**config.mk**
```make
export PLATFORM = sky130hd
export DESIGN_NAME = mtimer_ext_tick
export DESIGN_NICKNAME = d
export VERILOG_FILES = /design/src/rtl/mtimer_pkg.sv /design/src/rtl/mtimer_sync_edge.sv /design/src/rtl/mtimer_counter.sv /design/src/rtl/mtimer_compare.sv /design/src/rtl/mtimer_ext_tick.sv
export SDC_FILE = /design/constraint.sdc
export NUM_CORES = 1
export LEC_CHECK = 0
export BUFFER_PORTS_ARGS = -buffer_cell sky130_fd_sc_hd__buf_2
export CORE_MARGIN = 10
export CORE_UTILIZATION = 45
export CTS_BUF_LIST = sky130_fd_sc_hd__clkbuf_4 sky130_fd_sc_hd__clkbuf_8
export DETAILED_ROUTE_END_ITERATION = 10
export PLACE_DENSITY = 0.74
export SYNTH_ARGS = -nofsm -noshare
export SYNTH_HDL_FRONTEND = slang
export SYNTH_SLANG_ARGS = --single-unit
```
**constraint.sdc**
```tcl
create_clock -name clk -period 2.4 [get_ports clk]
set_input_delay 0.6 -clock clk [delete_from_list [all_inputs] [get_ports clk]]
set_output_delay 0.6 -clock clk [all_outputs]
set_load 0.01 [all_outputs]
```
**src/rtl/mtimer_pkg.sv**
```systemverilog
package mtimer_pkg;

    // Which register a bus offset selects
    typedef enum logic [1:0] {
        REG_NONE = 2'd0,
        REG_TIME = 2'd1,
        REG_CMP  = 2'd2
    } reg_sel_e;

    // Decoded write strobes for one cycle
    typedef struct packed {
        logic time_wr;
        logic cmp_wr;
    } wr_ctl_t;

    function automatic reg_sel_e decode_offset(input int unsigned ofs,
                                               input int unsigned time_ofs,
                                               input int unsigned cmp_ofs);
        if (ofs == time_ofs)     return REG_TIME;
        else if (ofs == cmp_ofs) return REG_CMP;
        else                     return REG_NONE;
    endfunction

endpackage

```
**src/rtl/mtimer_sync_edge.sv**
```systemverilog
module mtimer_sync_edge #(
    parameter int STAGES = 2
) (
    input  logic clk,
    input  logic rst,
    input  logic async_in,
    output logic rise
);
    // shift[STAGES-1] is the synchronised level, shift[STAGES] its previous value
    logic [STAGES:0] shift;

    always_ff @(posedge clk) begin
        if (rst) shift[0] <= 1'b0;
        else     shift[0] <= async_in;
    end

    for (genvar i = 1; i <= STAGES; i++) begin : g_stage
        always_ff @(posedge clk) begin
            if (rst) shift[i] <= 1'b0;
            else     shift[i] <= shift[i-1];
        end
    end

    assign rise = shift[STAGES-1] & ~shift[STAGES];
endmodule

```
**src/rtl/mtimer_counter.sv**
```systemverilog
module mtimer_counter #(
    parameter int W = 32
) (
    input  logic         clk,
    input  logic         rst,
    input  logic         tick,
    input  logic         load,
    input  logic [W-1:0] load_val,
    output logic [W-1:0] count
);
    always_ff @(posedge clk) begin
        if (rst)       count <= '0;
        else if (load) count <= load_val;          // software write wins
        else if (tick) count <= count + W'(1);     // wraps naturally
    end
endmodule

```
**src/rtl/mtimer_compare.sv**
```systemverilog
module mtimer_compare #(
    parameter int W = 32
) (
    input  logic         clk,
    input  logic         rst,
    input  logic         load,
    input  logic [W-1:0] load_val,
    input  logic [W-1:0] count,
    output logic [W-1:0] limit,
    output logic         fire
);
    always_ff @(posedge clk) begin
        if (rst)       limit <= '1;
        else if (load) limit <= load_val;
    end

    assign fire = (count >= limit);
endmodule

```
**src/rtl/mtimer_ext_tick.sv**
```systemverilog
module mtimer_ext_tick
    import mtimer_pkg::*;
#(
    parameter int DATA_W      = 32,
    parameter int ADDR_W      = 4,
    parameter int SYNC_STAGES = 2,
    parameter int TIME_OFS    = 0,
    parameter int CMP_OFS     = 4
) (
    input  logic              clk,
    input  logic              rst,
    input  logic              ref_tick,
    input  logic              bus_sel,
    input  logic              bus_we,
    input  logic [ADDR_W-1:0] bus_addr,
    input  logic [DATA_W-1:0] bus_wdata,
    output logic [DATA_W-1:0] bus_rdata,
    output logic              timer_irq
);
    localparam int PAD_W = 32 - ADDR_W;

    reg_sel_e          sel;
    wr_ctl_t           wr;
    logic              tick;
    logic [DATA_W-1:0] time_q;
    logic [DATA_W-1:0] cmp_q;

    assign sel = decode_offset({{PAD_W{1'b0}}, bus_addr}, TIME_OFS, CMP_OFS);
    assign wr.time_wr = bus_sel && bus_we && (sel == REG_TIME);
    assign wr.cmp_wr  = bus_sel && bus_we && (sel == REG_CMP);

    mtimer_sync_edge #(.STAGES(SYNC_STAGES)) u_sync (
        .clk      (clk),
        .rst      (rst),
        .async_in (ref_tick),
        .rise     (tick)
    );

    mtimer_counter #(.W(DATA_W)) u_count (
        .clk      (clk),
        .rst      (rst),
        .tick     (tick),
        .load     (wr.time_wr),
        .load_val (bus_wdata),
        .count    (time_q)
    );

    mtimer_compare #(.W(DATA_W)) u_cmp (
        .clk      (clk),
        .rst      (rst),
        .load     (wr.cmp_wr),
        .load_val (bus_wdata),
        .count    (time_q),
        .limit    (cmp_q),
        .fire     (timer_irq)
    );

    always_comb begin
        unique case (sel)
            REG_TIME: bus_rdata = time_q;
            REG_CMP:  bus_rdata = cmp_q;
            default:  bus_rdata = '0;
        endcase
    end
endmodule

```
Yosys cells after proc, flatten, opt, wreduce, memory -nomap -nowiden
Index checks and enable logic that the tools add are counted.
{"block": "word_totals", "regBits": 67, "output_inout_bits": 33}
{"block": "classes", "add_sub_neg": 1, "n_lt_le_gt_ge": 1, "n_eq_ne": 3, "n_mux": 5, "n_bitwise": 2, "n_reduce_logical": 5}
{"operator": "$mux 32", "count": 2}
{"operator": "$pmux 32 s2", "count": 1}
{"operator": "$add 32x1->32 const B", "count": 1}
{"operator": "$ge 32x32->1", "count": 1}
{"operator": "$eq 4x3->1 const B", "count": 1}
{"operator": "$logic_not 4->1", "count": 1}
{"operator": "$mux 2", "count": 2}
{"operator": "$logic_and 1x1->1", "count": 3}
{"operator": "$eq 2x1->1 const B", "count": 1}
{"operator": "$eq 2x2->1 const B", "count": 1}
{"operator": "$reduce_bool 2->1", "count": 1}
{"operator": "$and 1x1->1", "count": 1}
{"operator": "$not 1->1", "count": 1}

Depth between registers and ports, before layout
{"block": "depth", "word_depth": 6, "depth_mapped": 7, "ltp_nobuf": 7}

By module
Synthesis repeated with hierarchy kept, for this count alone.
{"block": "unflattened", "hier_cells": 540, "hier_area_um2": 4390.5}
{"mod": "mtimer_counter", "instances": 1, "cells_each": 241, "area_each_um2": 1924.3, "seq_area_each_um2": 640.6}
{"mod": "mtimer_compare", "instances": 1, "cells_each": 215, "area_each_um2": 1844.3, "seq_area_each_um2": 640.6}
{"mod": "mtimer_ext_tick", "instances": 1, "cells_each": 77, "area_each_um2": 534.3, "seq_area_each_um2": 0.0}
{"mod": "mtimer_sync_edge", "instances": 1, "cells_each": 7, "area_each_um2": 87.6, "seq_area_each_um2": 60.1}

Worst setup path before layout
Ideal clock, no wire load.
{"block": "synth_timing", "path_type": "input port to output port", "startpoint": "in bus_addr[2]", "endpoint": "out bus_rdata[0]", "t_arrival_ns": 1.594, "required_time_ns": 1.800, "path_slack_ns": 0.206, "stages": 3, "path_cell_list": "nor4_2 > clkbuf_1 > a22o_1"}
{"block": "synth_between", "elab_chain_cells": 5, "elab_cells_between_ends": 7, "classes_between": "3 x eq/ne; 3 x mux; 1 x reduce/logical"}
{"item": "start, declared", "line": "mtimer_ext_tick.sv:15", "text": "input logic [ADDR_W-1:0] bus_addr,"}
{"item": "$eq 4x3->1", "line": "mtimer_pkg.sv:20", "text": "else if (ofs == cmp_ofs) return REG_CMP;"}
{"item": "$mux 2", "line": "mtimer_pkg.sv:20"}
{"item": "$mux 2 (*)", "line": "mtimer_pkg.sv:19", "text": "if (ofs == time_ofs) return REG_TIME;"}
{"item": "$eq 2x2->1 or $eq 2x1->1 (tied branches)", "line": "mtimer_ext_tick.sv:59", "text": "unique case (sel)"}
{"item": "$pmux 32 s2 (*)", "line": "mtimer_ext_tick.sv:59"}
{"item": "end, declared", "line": "mtimer_ext_tick.sv:17", "text": "output logic [DATA_W-1:0] bus_rdata,"}
Mark *: on every way between the ends. The rest lies on a longest branch, timed or not.

Worst setup path after layout
{"block": "layout_timing", "startpoint": "reg u_cmp.limit[7]", "endpoint": "out timer_irq"}
{"block": "layout_between", "elab_chain_cells": 1}
{"item": "start, declared", "line": "mtimer_compare.sv:9", "text": "output logic [W-1:0] limit,"}
{"item": "start signal, assigned", "line": "mtimer_compare.sv:14", "text": "else if (load) limit <= load_val;"}
{"item": "$ge 32x32->1", "line": "mtimer_compare.sv:17", "text": "assign fire = (count >= limit);"}
{"item": "end, declared", "line": "mtimer_ext_tick.sv:18", "text": "output logic timer_irq"}
No other way between the ends.

==> reports/results.txt <==
CORE AREA = 0.00876 mm2
Final Net Count = 650
Syn nets = 557
Area leader, netlist = dfxtp_1
HP Class = input pin to flip-flop
Critical Path, Cell by Cell = inv_2 > ha_4 > and3_4 > a221oi_4 > o31ai_4 > a21oi_2 > o31ai_2 > buf_2
Initial drt markers = 227
Commonest non-fill, non-tap cell in the layout = buf_2
Average size of a mapped cell = 8.45 um2
H-tree levels = 3
Vias = 3945
Worst clock skew = 0.0104 ns
Vias per cell = 5.73
Crit path kind = flip-flop to primary output
Final Instance Area = 0.00525 mm2
CTS Buf Count = 9
Ys Warns = 0
Chip width = 115 um
Hpwl dp = 8110 um
Post-synth top area share = 32.9%
Routing usage on met2 = 29.4%
Layout cell share with drive strength beyond 1 = 29.6%
Netlist Area Pre-Place = 0.00408 mm2
Sequential-to-total area share from yosys stat = 32.9%
Ranking of synthesized cells by area = dfxtp_1 33%, ha_1 10%, a211o_1 6.9%
Initial antenna violation count = 0
Global route overflow = 0
CP max stage cell = dfxtp_2
Largest net degree at the start of global routing = 64
First-pass DRT Iterations = 4
Placed cell count = 668
Status = complete, but fails checks
Initial Utilization = 46.6%
Setup WS pre-CTS = -0.0812 ns
Yosys cell types = 44
Pwr/cell area = 456 mW/mm2
PortBufs = 73
Die area = 0.0133 mm2
# hold bufs at CTS = 0
Hold slack = 0.448 ns
Met1 usage = 20.6%
Leakage = 2.51 nW
Clock sinks = 67
Tcrit/Tclk final = 110%
Failing checks = negative setup slack
# rows = 34
Most frequent cells in the layout = 73 x buf_2, 65 x nor2_1, 54 x dfxtp_1, 36 x buf_4, 34 x inv_1
Final Worst Setup Slack = -0.243 ns
GR Layer Usage met3 = 4.11%
Post-synthesis cell count = 483
Maximum Capacitance Violations = 0
Final Wtd Congestion = 0.812
Max-slew violations = 0
GRT busiest layer = met2
Setup crit end kind = primary output
Clk Latency, worst-skew pair = 0.37 ns
Maximum vdd ir drop = 0.232 mV
CTS tree = built
Crit Path Max Fanout = 2
Final hold violation count = 0
Non-filler cells, final = 689
# IOs = 74
Critical path required time = 1.80 ns
Clk pin slew, worst setup/hold paths = 0.08 ns
Seq cells post-synth = 67
GRT Total Usage = 17.5%
Minimum clock period = 2.64 ns
Vias in the first global route = 4063
F_max = 378 MHz
Die Ht = 115 um
Endpoints failing setup = 1
Slew @ Worst Pin = 0.621 ns
Antenna fix cells = 0
Worst Path Arrival = 2.04 ns
DRT antenna net count = 0
Clock tree buffer depth = 2
Post-DP Area = 0.00483 mm2
Post-route DRC = 0
Largest stage delay, worst path = 0.34 ns
RSZ-0062 raised after global routing = true
First-pass GRT wire length = 19200 um
WL final = 11600 um
Slew HR = 58.6%
CP Launch Type = flip-flop
Root Driver = clkbuf_8
Layout Area Growth over Synthesis = 28.6%
Routed len/inst = 16.9 um
[Yosys cell counts (all sizes together)]
master,count
o21ai,8
xor2,8
o21bai,1
a211oi,22
nor2,65
and3,6
o21a,1
nor3b,1
nand3,12
ha,33
a22o,32
o221a,1
a221o,1
or4,1
a221oi,2
clkbuf,24
a21oi,7
or3,6
inv,39
nand2b,1
xnor2,11
and4,8
a31o,2
dfxtp,67
nand3b,2
mux2i,1
a311oi,7
nand2,18
o31ai,2
nor3,7
and2,2
buf,9
nor4b,1
nor2b,5
a2111oi,1
nor4,14
a211o,32
nand4,13
and4b,1
a21o,9
[repair_timing]
item	in CTS	in global routing
resized for setup	24	15
setup buffers	2	3
setup endpoints to repair	1	1
pin swaps	10	9
cloned	0	0
[cell type report]
| cell class | count | area [um2] |
|---|---|---|
| clock buffers | 13 | 173 |
| well taps | 108 | 135 |
| clock inverters | 3 | 45.0 |
| inverters | 39 | 146 |
| fillers | 783 | 3510 |
| flip-flops and latches | 67 | 1360 |
| repair buffers | 115 | 756 |
| multi-input cells | 344 | 2640 |
[metrics by stage]
stage	util, %	setup TNS (ns)	power [W]
4_1_cts	59.3	-0.262	0.00240
3_5_place_dp	55.1	-0.0812	0.00137
2_1_floorplan	-	0	0.00126
5_1_grt	59.9	-0.318	0.00247
3_3_place_gp	55.1	-0.0313	0.00136
6_report	59.9	-0.243	0.00239
[worst paths after layout]
check	start	endpoint	slack, ns	cells past startpoint
max	u_cmp.limit[7]$_SDFFE_PP1P_	timer_irq	-0.24	8
min	bus_wdata[10]	u_cmp.limit[10]$_SDFFE_PP1P_	0.45	2
max reg2reg	u_count.count[0]$_SDFFE_PP0P_	u_count.count[28]$_SDFFE_PP0P_	0.18	8
min reg2reg	u_sync.shift[0]$_SDFF_PP0_	u_sync.shift[1]$_SDFF_PP0_	0.47	1
[cell families (layout without fill, tap and decap cells)]
| family | Yosys count | after routing | synth area share [%] |
|---|---|---|---|
| simple gates | 163 | 163 | 20.8 |
| flops | 67 | 67 | 32.9 |
| buf+inv | 72 | 170 | 6.77 |
| fa+ha+maj | 33 | 33 | 10.1 |
| compound gates | 128 | 128 | 25.1 |
| xor+xnor | 19 | 19 | 4.08 |
| mux | 1 | 1 | 0.245 |
[registers in the layout, indices dropped and copies added, names as in the netlist]
register	cells
u_cmp.limit	32
u_sync.shift	3
u_count.count	32
[critical path, delay by kind of cell, from the launching register on]
| family | cells | cell delay (ns) |
|---|---|---|
| AOI/OAI and AO/OA | 4 | 0.74 |
| and+or+nand+nor | 1 | 0.20 |
| buffers and inverters | 2 | 0.19 |
| DFF | 1 | 0.34 |
| adders and majority gates | 1 | 0.21 |
[power breakdown]
| group | switching (W) | leakage, nW | internal (W) |
|---|---|---|---|
| logic | 0.000119 | 1.86 | 0.0000997 |
| registers | 0.0000113 | 0.541 | 0.00113 |
| clock network | 0.000458 | 0.105 | 0.000577 |
| total | 0.000588 | 2.51 | 0.00181 |
[routing by layer]
layer	part of all wire, %	wire, um
met5	0	0
met4	1.8	208
met3	5.3	615
met2	49	5730
met1	44	5100
No activity file was read; power rests on OpenSTA's default activity.
